## config.mk

```make
export PLATFORM = sky130hd
export DESIGN_NAME = planar_gc
export DESIGN_NICKNAME = d
export VERILOG_FILES = /design/src/rtl/gc_pkg.sv /design/src/rtl/gc_regfile.sv /design/src/rtl/gc_write_lane.sv /design/src/rtl/gc_read_path.sv /design/src/rtl/planar_gc.sv
export SDC_FILE = /design/constraint.sdc
export NUM_CORES = 1
export LEC_CHECK = 0
export ABC_CLOCK_PERIOD_IN_PS = 6900
export BUFFER_PORTS_ARGS = -buffer_cell sky130_fd_sc_hd__buf_2
export CAP_MARGIN = 10
export CELL_PAD_IN_SITES_DETAIL_PLACEMENT = 1
export CELL_PAD_IN_SITES_GLOBAL_PLACEMENT = 1
export CORE_ASPECT_RATIO = 0.9
export CORE_UTILIZATION = 58
export CTS_CLUSTER_SIZE = 8
export DETAILED_ROUTE_END_ITERATION = 16
export PLACE_DENSITY = 0.82
export SLEW_MARGIN = 20
export SYNTH_ARGS = -nofsm -noshare
export SYNTH_HDL_FRONTEND = slang
export SYNTH_SLANG_ARGS = --single-unit
```

## constraint.sdc

```tcl
create_clock -name clk -period 6.9 [get_ports clk]
set_input_delay 0.345 -clock clk [delete_from_list [all_inputs] [get_ports clk]]
set_output_delay 0.345 -clock clk [all_outputs]
set_load 0.005 [all_outputs]
```

## src/rtl/gc_pkg.sv

```systemverilog
package gc_pkg;
  localparam int unsigned NPLANES = 4;
  localparam int unsigned BYTE_W  = 8;

  typedef logic [NPLANES-1:0][BYTE_W-1:0] plane_bus_t;

  typedef enum logic [1:0] {FN_PASS = 2'd0, FN_AND = 2'd1, FN_OR = 2'd2, FN_XOR = 2'd3} gc_fn_e;
  typedef enum logic [1:0] {WM_ROT = 2'd0, WM_LATCH = 2'd1, WM_COLOR = 2'd2, WM_MASKED = 2'd3} gc_wm_e;

  localparam logic [1:0] PORT_GC_IDX  = 2'd0;
  localparam logic [1:0] PORT_GC_DAT  = 2'd1;
  localparam logic [1:0] PORT_SEQ_IDX = 2'd2;
  localparam logic [1:0] PORT_SEQ_DAT = 2'd3;

  localparam logic [3:0] IDX_SR   = 4'd0;
  localparam logic [3:0] IDX_ESR  = 4'd1;
  localparam logic [3:0] IDX_CC   = 4'd2;
  localparam logic [3:0] IDX_ROT  = 4'd3;
  localparam logic [3:0] IDX_RMAP = 4'd4;
  localparam logic [3:0] IDX_MODE = 4'd5;
  localparam logic [3:0] IDX_MISC = 4'd6;
  localparam logic [3:0] IDX_CDC  = 4'd7;
  localparam logic [3:0] IDX_BM   = 4'd8;
  localparam logic [2:0] SEQ_IDX_WMASK = 3'd2;

  typedef struct packed {
    logic [NPLANES-1:0] sr;
    logic [NPLANES-1:0] esr;
    logic [NPLANES-1:0] cc;
    logic [1:0]         fn;
    logic [2:0]         rot;
    logic [1:0]         rmap;
    logic [1:0]         wm;
    logic               rm;
    logic [3:0]         misc;
    logic [NPLANES-1:0] cdc;
    logic [BYTE_W-1:0]  bm;
    logic [NPLANES-1:0] wmask;
  } gc_cfg_t;

  function automatic logic [BYTE_W-1:0] ror_byte(input logic [BYTE_W-1:0] d, input logic [2:0] n);
    logic [2*BYTE_W-1:0] dbl;
    dbl = {d, d} >> n;
    return dbl[BYTE_W-1:0];
  endfunction
endpackage

```

## src/rtl/gc_regfile.sv

```systemverilog
module gc_regfile
  import gc_pkg::*;
(
  input  logic       clk,
  input  logic       rst_n,
  input  logic       reg_we,
  input  logic [1:0] reg_port,
  input  logic [7:0] reg_wdata,
  output gc_cfg_t    cfg,
  output logic [3:0] gc_index,
  output logic [7:0] reg_rdata
);
  gc_cfg_t    cfg_q, cfg_d;
  logic [3:0] gidx_q, gidx_d;
  logic [2:0] sidx_q, sidx_d;

  always_comb begin
    cfg_d  = cfg_q;
    gidx_d = gidx_q;
    sidx_d = sidx_q;
    if (reg_we) begin
      case (reg_port)
        PORT_GC_IDX:  gidx_d = reg_wdata[3:0];
        PORT_SEQ_IDX: sidx_d = reg_wdata[2:0];
        PORT_SEQ_DAT: if (sidx_q == SEQ_IDX_WMASK) cfg_d.wmask = reg_wdata[3:0];
        default: begin
          case (gidx_q)
            IDX_SR:   cfg_d.sr   = reg_wdata[3:0];
            IDX_ESR:  cfg_d.esr  = reg_wdata[3:0];
            IDX_CC:   cfg_d.cc   = reg_wdata[3:0];
            IDX_ROT:  {cfg_d.fn, cfg_d.rot} = reg_wdata[4:0];
            IDX_RMAP: cfg_d.rmap = reg_wdata[1:0];
            IDX_MODE: begin
              cfg_d.wm = reg_wdata[1:0];
              cfg_d.rm = reg_wdata[3];
            end
            IDX_MISC: cfg_d.misc = reg_wdata[3:0];
            IDX_CDC:  cfg_d.cdc  = reg_wdata[3:0];
            IDX_BM:   cfg_d.bm   = reg_wdata;
            default: ;
          endcase
        end
      endcase
    end
  end

  always_ff @(posedge clk or negedge rst_n) begin
    if (!rst_n) begin
      cfg_q       <= '0;
      cfg_q.bm    <= 8'hFF;
      cfg_q.wmask <= 4'hF;
      gidx_q      <= '0;
      sidx_q      <= '0;
    end else begin
      cfg_q  <= cfg_d;
      gidx_q <= gidx_d;
      sidx_q <= sidx_d;
    end
  end

  always_comb begin
    reg_rdata = 8'h00;
    case (reg_port)
      PORT_GC_IDX:  reg_rdata = {4'h0, gidx_q};
      PORT_SEQ_IDX: reg_rdata = {5'h00, sidx_q};
      PORT_SEQ_DAT: if (sidx_q == SEQ_IDX_WMASK) reg_rdata = {4'h0, cfg_q.wmask};
      default: begin
        case (gidx_q)
          IDX_SR:   reg_rdata = {4'h0, cfg_q.sr};
          IDX_ESR:  reg_rdata = {4'h0, cfg_q.esr};
          IDX_CC:   reg_rdata = {4'h0, cfg_q.cc};
          IDX_ROT:  reg_rdata = {3'h0, cfg_q.fn, cfg_q.rot};
          IDX_RMAP: reg_rdata = {6'h00, cfg_q.rmap};
          IDX_MODE: reg_rdata = {4'h0, cfg_q.rm, 1'b0, cfg_q.wm};
          IDX_MISC: reg_rdata = {4'h0, cfg_q.misc};
          IDX_CDC:  reg_rdata = {4'h0, cfg_q.cdc};
          IDX_BM:   reg_rdata = cfg_q.bm;
          default:  reg_rdata = 8'h00;
        endcase
      end
    endcase
  end

  assign cfg      = cfg_q;
  assign gc_index = gidx_q;
endmodule

```

## src/rtl/gc_write_lane.sv

```systemverilog
module gc_write_lane
  import gc_pkg::*;
#(
  parameter int unsigned PLANE = 0
) (
  input  logic [BYTE_W-1:0] cpu_byte,
  input  logic [BYTE_W-1:0] latch,
  input  logic              sr_bit,
  input  logic              esr_bit,
  input  logic [1:0]        fn,
  input  logic [2:0]        rot,
  input  logic [1:0]        wm,
  input  logic [BYTE_W-1:0] bm,
  output logic [BYTE_W-1:0] wr_byte
);
  logic [BYTE_W-1:0] rotated, src, mask, alu;

  assign rotated = ror_byte(cpu_byte, rot);

  always_comb begin
    case (gc_wm_e'(wm))
      WM_COLOR: begin
        src  = {BYTE_W{cpu_byte[PLANE]}};
        mask = bm;
      end
      WM_MASKED: begin
        src  = {BYTE_W{sr_bit}};
        mask = rotated & bm;
      end
      default: begin
        src  = esr_bit ? {BYTE_W{sr_bit}} : rotated;
        mask = bm;
      end
    endcase
  end

  always_comb begin
    case (gc_fn_e'(fn))
      FN_AND:  alu = src & latch;
      FN_OR:   alu = src | latch;
      FN_XOR:  alu = src ^ latch;
      default: alu = src;
    endcase
  end

  assign wr_byte = (gc_wm_e'(wm) == WM_LATCH) ? latch : ((alu & mask) | (latch & ~mask));
endmodule

```

## src/rtl/gc_read_path.sv

```systemverilog
module gc_read_path
  import gc_pkg::*;
(
  input  plane_bus_t         planes,
  input  logic [1:0]         rmap,
  input  logic               rm,
  input  logic [NPLANES-1:0] cc,
  input  logic [NPLANES-1:0] cdc,
  output logic [BYTE_W-1:0]  rd_byte
);
  logic [BYTE_W-1:0] match;

  always_comb begin
    for (int i = 0; i < BYTE_W; i++) begin
      match[i] = 1'b1;
      for (int p = 0; p < NPLANES; p++) begin
        if (cdc[p] && (planes[p][i] != cc[p])) match[i] = 1'b0;
      end
    end
  end

  assign rd_byte = rm ? match : planes[rmap];
endmodule

```

## src/rtl/planar_gc.sv

```systemverilog
module planar_gc
  import gc_pkg::*;
#(
  parameter int unsigned DEPTH  = 16,
  parameter int unsigned ADDR_W = $clog2(DEPTH)
) (
  input  logic              clk,
  input  logic              rst_n,
  input  logic              reg_we,
  input  logic [1:0]        reg_port,
  input  logic [7:0]        reg_wdata,
  output logic [7:0]        reg_rdata,
  input  logic              mem_re,
  input  logic              mem_we,
  input  logic [ADDR_W-1:0] mem_addr,
  input  logic [7:0]        mem_wdata,
  output logic [7:0]        cpu_rdata
);
  gc_cfg_t            cfg;
  logic [3:0]         gc_index;
  plane_bus_t         plane_rd, lane_byte, latch_q, latch_d;
  logic [NPLANES-1:0] plane_we;
  logic [7:0]         rd_byte, rdata_q, rdata_d;
  logic               wr_go;

  gc_regfile u_regs (
    .clk(clk), .rst_n(rst_n), .reg_we(reg_we), .reg_port(reg_port),
    .reg_wdata(reg_wdata), .cfg(cfg), .gc_index(gc_index), .reg_rdata(reg_rdata)
  );

  assign wr_go = mem_we & ~mem_re;

  for (genvar p = 0; p < NPLANES; p++) begin : g_plane
    logic [BYTE_W-1:0] store [DEPTH];

    gc_write_lane #(.PLANE(p)) u_lane (
      .cpu_byte(mem_wdata), .latch(latch_q[p]), .sr_bit(cfg.sr[p]), .esr_bit(cfg.esr[p]),
      .fn(cfg.fn), .rot(cfg.rot), .wm(cfg.wm), .bm(cfg.bm), .wr_byte(lane_byte[p])
    );

    assign plane_we[p] = wr_go & cfg.wmask[p];
    assign plane_rd[p] = store[mem_addr];

    always_ff @(posedge clk) begin
      if (plane_we[p]) store[mem_addr] <= lane_byte[p];
    end
  end

  gc_read_path u_rd (
    .planes(plane_rd), .rmap(cfg.rmap), .rm(cfg.rm), .cc(cfg.cc), .cdc(cfg.cdc), .rd_byte(rd_byte)
  );

  always_comb begin
    latch_d = latch_q;
    rdata_d = rdata_q;
    if (mem_re) begin
      latch_d = plane_rd;
      rdata_d = rd_byte;
    end
  end

  always_ff @(posedge clk or negedge rst_n) begin
    if (!rst_n) begin
      latch_q <= '0;
      rdata_q <= '0;
    end else begin
      latch_q <= latch_d;
      rdata_q <= rdata_d;
    end
  end

  assign cpu_rdata = rdata_q;
endmodule

```

==> results by group, run 1 <==
Clock network
  – Total clock sinks: 601
  – Later-pin clock latency in the skew report: 630 ps
  – CTS H-tree lvls: 3
  – Max Buffers Root-to-Sink: 3
  – Clock slew at reported path FFs: 60 ps
  – Num CTS Buffers: 85
  – Post-CTS setup buffer count: 0
  – Hold Buf Count CTS: 5
  – CTS tree: yes
  – PostCTS Resize Cnt: 0
  – Clock Tree Root: clkbuf_16

Route
  – Routed WL per cell: 33.3 um
  – WL final: 84400 um
  – Final ANT Viol Nets: 0
  – Iteration-0 DRC Markers: 2374
  – Via count: 17400
  – DR vias/cell: 6.86
  – Drt drc: 0
  – Total iterations of the first detailed-routing run: 7

Timing
  – Clock skew: 27.8 ps
  – Fin. max-slew vios: 0
  – Slew Limit Headroom: 25.1%
  – Final Hold Viols: 0
  – Slew @ Worst Pin: 1120 ps
  – Fin crit share: 52.2%
  – Peak Freq: 277 MHz
  – RSZ-0062 raised after global routing: false
  – Final Critical Period: 3610 ps
  – Final setup TNS: 0 ps
  – Final Setup Violations: 0

Hold path
  – Worst hold path type: primary input to register
  – Worst min-delay path endpoint: u_regs.cfg[23]
  – Hold Path Depth: 3
  – Hold path start: reg_wdata[0]

Floorplan
  – Core ar.: 46900 sq um
  – Core Rows: 75
  – IO Pins: 43
  – Starting Density: 59.2%
  – Die area: 48800 sq um
  – Chip Width: 233 um
  – Die height: 210 um

Synthesis
  – Synth top area cells: edfxtp_1 (55%), mux4_2 (9.7%), dfrtp_1 (6.9%), mux2i_1 (3.7%), mux2_2 (3.0%)
  – Synth Warn #: 0
  – Post-synthesis simple-gate area fraction: 5.05%
  – Async SR Flop Fraction: 14.8%
  – Mapped Cells: 1838
  – EDFF count, synth: 512
  – Synth Area in Compound Gates: 7.22%
  – Synth top area share: 55.3%
  – Net Count, Synth: 1929
  – Synth top cells by count: edfxtp_1 (512), nor2_1 (154), mux4_2 (120)
  – Yosys reg bits: 601
  – Ys flop type: edfxtp_1
  – Synth Area per Inst: 15.1 sq um
  – Post-Synth XOR/XNOR Area: 0.536%
  – Mapped Area: 27800 sq um
  – Most common cell in the netlist: edfxtp_1
  – Post-Synth Adder-Cell Area: 2.88%
  – Post-synthesis mux area share: 17.4%
  – Biggest area consumer among synthesized cells: edfxtp_1
  – Unique masters post-synth: 62
  – Largest family of logic cells by synthesized area: multiplexers
  – Seq/Total Area, Yosys: 63.4%

Place
  – Cell Area, Placed: 28400 sq um
  – Placer's final routability congestion estimate: 0.930
  – Post-DP HPWL: 55200 um
  – IO buf count: 42

Global route
  – Pin count of the biggest net entering global routing: 76
  – Vias in the first global route: 18300
  – First-pass GRT wire length: 123000 um
  – Total global-route track usage: 35.5%
  – Global Route met3 Usage: 7.16%
  – GRT Max-Usage Layer: met2
  – Met2 usage in global routing: 56.2%
  – GRT Residual Overflow: 0
  – Initial antenna violation count: 1
  – Met1 Usage GRT: 48.3%

Setup path
  – Max FO, Critical Path: 21
  – CP Launch Type: register
  – R2R cell count: 7
  – Worst setup EP type: register
  – Max stage delay on crit path: 800 ps
  – CP Class: register to register
  – Most numerous cell on the critical path: a21oi_1
  – CP max stage cell: dfrtp_1
  – Critical path cell sequence: nor3b_1, a21oi_1, o21ai_0, ha_1, mux2i_1, a21oi_1, a22o_1
  – Crit path DAT: 3920 ps
  – CP Buf/Inv Count: 0
  – R2R Path Start: u_regs.cfg[22]
  – Worst endpoint required time: 7220 ps
  – R2r endpoint: g_plane[1].store[14][7]
  – Largest delay share family, worst path: compound AO/OA/AOI/OAI gates
  – R2R setup slack: 3290 ps

Pwr
  – Leakage Power: 0.0110 uW
  – Max VDD drop: 0.000247 V
  – Power per cell area: 365 nW/um^2

Status
  – Outcome: complete, no violations

Layout
  – Design area: 30900 sq um
  – Layout overhead on the synthesized area: 11.0%
  – Share of layout cells above drive strength 1: 21.0%
  – NumNets Final: 1978
  – # diodes: 0

Flow run
  – Max-cap viol count: 0
==> how the worst max path moves through the flow <==
stage	startpoint	endpoint	slack, ps	cells after the start
after floorplan	u_regs.cfg[25]	g_plane[2].store[0][7]	4070	9
after global placement	mem_addr[1]	cpu_rdata[4]	3100	7
after detailed placement	u_regs.cfg[22]	g_plane[1].store[7][1]	2970	7
after CTS	u_regs.cfg[22]	g_plane[1].store[15][1]	3040	7
after global routing	u_regs.cfg[22]	g_plane[1].store[5][6]	3130	8
final	u_regs.cfg[22]	g_plane[1].store[14][7]	3290	7
==> metal layers <==
metal	vias up	share of wire, %
met5	-	0.026
met3	227	8.4
met1	9068	39
met2	966	48
li1	7131	-
met4	4	4.1
==> state kept, by name, indices dropped and copies added, names as in the netlist <==
| signal | cells |
|---|---|
| u_regs.cfg | 42 |
| u_regs.sidx_q | 3 |
| latch_q | 32 |
| u_regs.gc_index | 4 |
| g_plane.store | 512 |
| cpu_rdata | 8 |
==> final cells by class <==
cell class	instances	area, sq um
sequential	601	17600
fill	4122	16100
clock buffer	115	2260
multi-input combinational	1027	9270
tap	616	771
clock inverter	4	86.3
timing repair buffer	77	497
inverter	95	357
==> cell families after synthesis <==
logic type	after synthesis
flip-flops	601
AND/OR/NAND/NOR	327
AO/OA/AOI/OAI	312
multiplexers	307
buffers and inverters	210
adder cells (fa/ha/maj)	64
XOR/XNOR	17
==> worst min-delay path: stages <==
cell and delay, ps:
buf_2 200, nand2_1 80, o21ai_0 70
==> per-stage QoR <==
| step | setup slack [ps] | hold slack, ps | std cells | power, uW | util (%) |
|---|---|---|---|---|---|
| after floorplan | 4070 | 49.4 | 1838 | 6400 | - |
| after global placement | 3100 | 342 | 2408 | 7170 | 60.5 |
| after detailed placement | 2970 | 339 | 2409 | 7400 | 60.5 |
| after CTS | 3040 | 98.2 | 2533 | 11200 | 65.6 |
| after global routing | 3130 | 150 | 2535 | 11600 | 65.8 |
| final | 3290 | 127 | 2535 | 11300 | 65.8 |
==> power by group <==
| part | total [uW] | internal [uW] | switching [uW] |
|---|---|---|---|
| clock | 3820 | 2290 | 1530 |
| sequential | 4840 | 4560 | 279 |
| combinational | 2600 | 870 | 1730 |
==> layout by cell type, fill, tap and decap left out, types with 64 or more instances in the layout <==
cell type    n
edfxtp_1   512
nor2_1     146
mux4_2     120
mux2i_1    103
nand2_1     95
inv_1       94
a21oi_1     88
clkbuf_16   86
dfrtp_1     75
o21ai_0     74
mux2_2      73
ha_1        64
No activity file was read; power rests on OpenSTA's default activity.
==> run 2: changes to the inputs <==
- ABC_CLOCK_PERIOD_IN_PS: 6900 -> 3000
- CORE_UTILIZATION: 58 -> 49
- PLACE_DENSITY: 0.82 -> 0.73
- clock period: 6.9 -> 3 ns (I/O delays scaled with it)
==> run 2 against run 1 <==
The flow now finishes with violations (negative setup slack). Maximum frequency increased by 17%. First-iteration DRC count decreased by 35%. Sequential cell count unchanged. Die area increased by 18%. Worst hold slack got worse by 94 ps. Core utilization decreased by 6.3 points. Cell count increased by 13%. Clock skew decreased by 0.91 ps. Design area increased by 7.6%. Critical path type unchanged. Largest power group unchanged.
==> results by group, run 2 (same netlist as run 1, synthesis figures left out) <==
Setup path
  – Critical path cell sequence: buf_4, mux4_2, mux2_4, nor2_1, nor2_1, inv_1, ha_1, mux4_2, nor2_4, a21oi_4
  – CP max stage cell: mux4_2
  – R2r endpoint: g_plane[3].store[0][4]
  – Max stage delay on crit path: 500 ps
  – Worst setup EP type: register
  – R2R setup slack: -70 ps
  – Crit path DAT: 3420 ps
  – Worst endpoint required time: 3350 ps
  – R2R cell count: 10
  – Max FO, Critical Path: 16
  – R2R Path Start: u_regs.cfg[25]
  – CP Class: register to register
  – CP Launch Type: register

Layout
  – Reg with most FFs: g_plane.store
  – Share of layout cells above drive strength 1: 29.7%
  – Layout overhead on the synthesized area: 19.4%
  – Max FFs per register: 512
  – Commonest cells after routing, fill and taps aside: edfxtp_1 (512), buf_4 (187), nor2_1 (142)
  – NumNets Final: 2167
  – # diodes: 0
  – Commonest non-fill, non-tap cell in the layout: edfxtp_1
  – Non-Filler Instances: 2873
  – Fillers: 5241
  – Final Util: 59.5%

Pwr
  – Power per cell area: 829 nW/um^2
  – Leakage Power: 0.0121 uW
  – Max VDD drop: 0.000544 V

Place
  – Post-DP HPWL: 60300 um
  – Placed insts: 2729
  – Pre-CTS WS: -586 ps
  – Placer's final routability congestion estimate: 0.943
  – IO buf count: 42

Route
  – Drt drc: 0
  – DR vias/cell: 6.28
  – WL final: 89200 um
  – Iteration-0 DRC Markers: 1535
  – Via count: 18000
  – Routed WL per cell: 31.1 um
  – Final ANT Viol Nets: 0
  – Total iterations of the first detailed-routing run: 6

Timing
  – Fin. max-slew vios: 0
  – WHS: 32.3 ps
  – RSZ-0062 raised after global routing: true
  – Final setup TNS: -1620 ps
  – Final Hold Viols: 0
  – Slew @ Worst Pin: 861 ps
  – Slew Limit Headroom: 42.6%
  – Fin crit share: 102%
  – Clock skew: 26.9 ps
  – Setup slack after layout: -73.2 ps
  – Peak Freq: 325 MHz
  – Final Setup Violations: 37
  – Final Critical Period: 3070 ps

Hold path
  – Worst min-delay path endpoint: u_regs.cfg[0]
  – Worst hold path type: primary input to register
  – Hold Path Depth: 3
  – Hold path start: reg_we

Floorplan
  – Die height: 228 um
  – Core ar.: 55800 sq um
  – Starting Density: 49.8%
  – Chip Width: 253 um
  – Die area: 57700 sq um
  – Core Rows: 82
  – IO Pins: 43

Clock network
  – CTS tree: yes
  – Total clock sinks: 601
  – Num CTS Buffers: 85
  – Clock Tree Root: clkbuf_16
  – Later-pin clock latency in the skew report: 640 ps
  – Clock slew at reported path FFs: 60 ps
  – CTS H-tree lvls: 3
  – Max Buffers Root-to-Sink: 3

Status
  – Failing checks: negative setup slack
  – Outcome: finished with violations

Global route
  – Initial antenna violation count: 0
  – Pin count of the biggest net entering global routing: 58
  – Vias in the first global route: 19100
  – GRT Residual Overflow: 0
  – First-pass GRT wire length: 130000 um
  – Total global-route track usage: 31.5%

Flow run
  – Max-cap viol count: 0
[run 2: changes by cell type in the layout (fill, tap and decap cells not counted), moves of 9 or more]
cell	delta
a21oi_1	-11
o21ai_0	-20
a21oi_4	+10
a22o_1	-9
o21ai_2	+9
buf_12	+23
buf_4	+155
[run 2: timing repair]
action,in CTS,in global routing
setup endpoints to repair,512,497
gates cloned,2,2
gates resized for setup,58,64
hold endpoints to repair,90,0
setup buffers,0,4
hold buffers,10,0
pin swaps,3,11
[run 2: critical path: cells and delay by family, from the launching register on]
family,cells,cell delay (ps)
fa+ha+maj,1,230
mux,3,1340
simple gates,3,390
flops,1,450
buf+inv,2,260
compound gates,1,90
[run 2: per-layer routing]
metal | GRT usage, % | vias up | part of all wire, %
li1 | - | 7540 | -
met1 | 42.9 | 9532 | 41
met2 | 50.1 | 794 | 48
met3 | 6.71 | 171 | 8.0
met4 | 11.1 | 0 | 3.3
met5 | 0 | - | 0
[run 2: area by class of cell]
cell class                      count  area (sq um)  area share, %
Sequential cell                   601         17600           53.1
Multi-Input combinational cell   1030          9630           29.0
Clock buffer                      122          2290           6.89
Timing Repair Buffer              263          2210           6.67
Tap cell                          756           946           2.85
Inverter                           95           357           1.07
Clock inverter                      6           135          0.407
[run 2: worst max path at each step]
stage	from	end	slack, ps	cells after the start
floorplan	u_regs.cfg[25]	g_plane[2].store[0][7]	170	9
global placement	u_regs.cfg[25]	g_plane[1].store[14][2]	-340	7
detailed placement	u_regs.cfg[25]	g_plane[3].store[11][4]	-590	9
CTS	u_regs.cfg[25]	g_plane[1].store[5][5]	-6	9
global route	u_regs.cfg[25]	g_plane[3].store[3][4]	-160	10
finish	u_regs.cfg[25]	g_plane[3].store[0][4]	-70	10
[run 2: where the power goes]
group	internal [uW]	switching, uW
sequential	10500	561
clock	5320	3560
combinational	3020	4580
[run 2: stage by stage]
stage / area, sq um / power [uW]
after detailed placement: 30200 / 17900
after global routing: 33200 / 28500
after CTS: 32900 / 27100
after global placement: 30200 / 17400
final: 33200 / 27500
after floorplan: 27800 / 14700
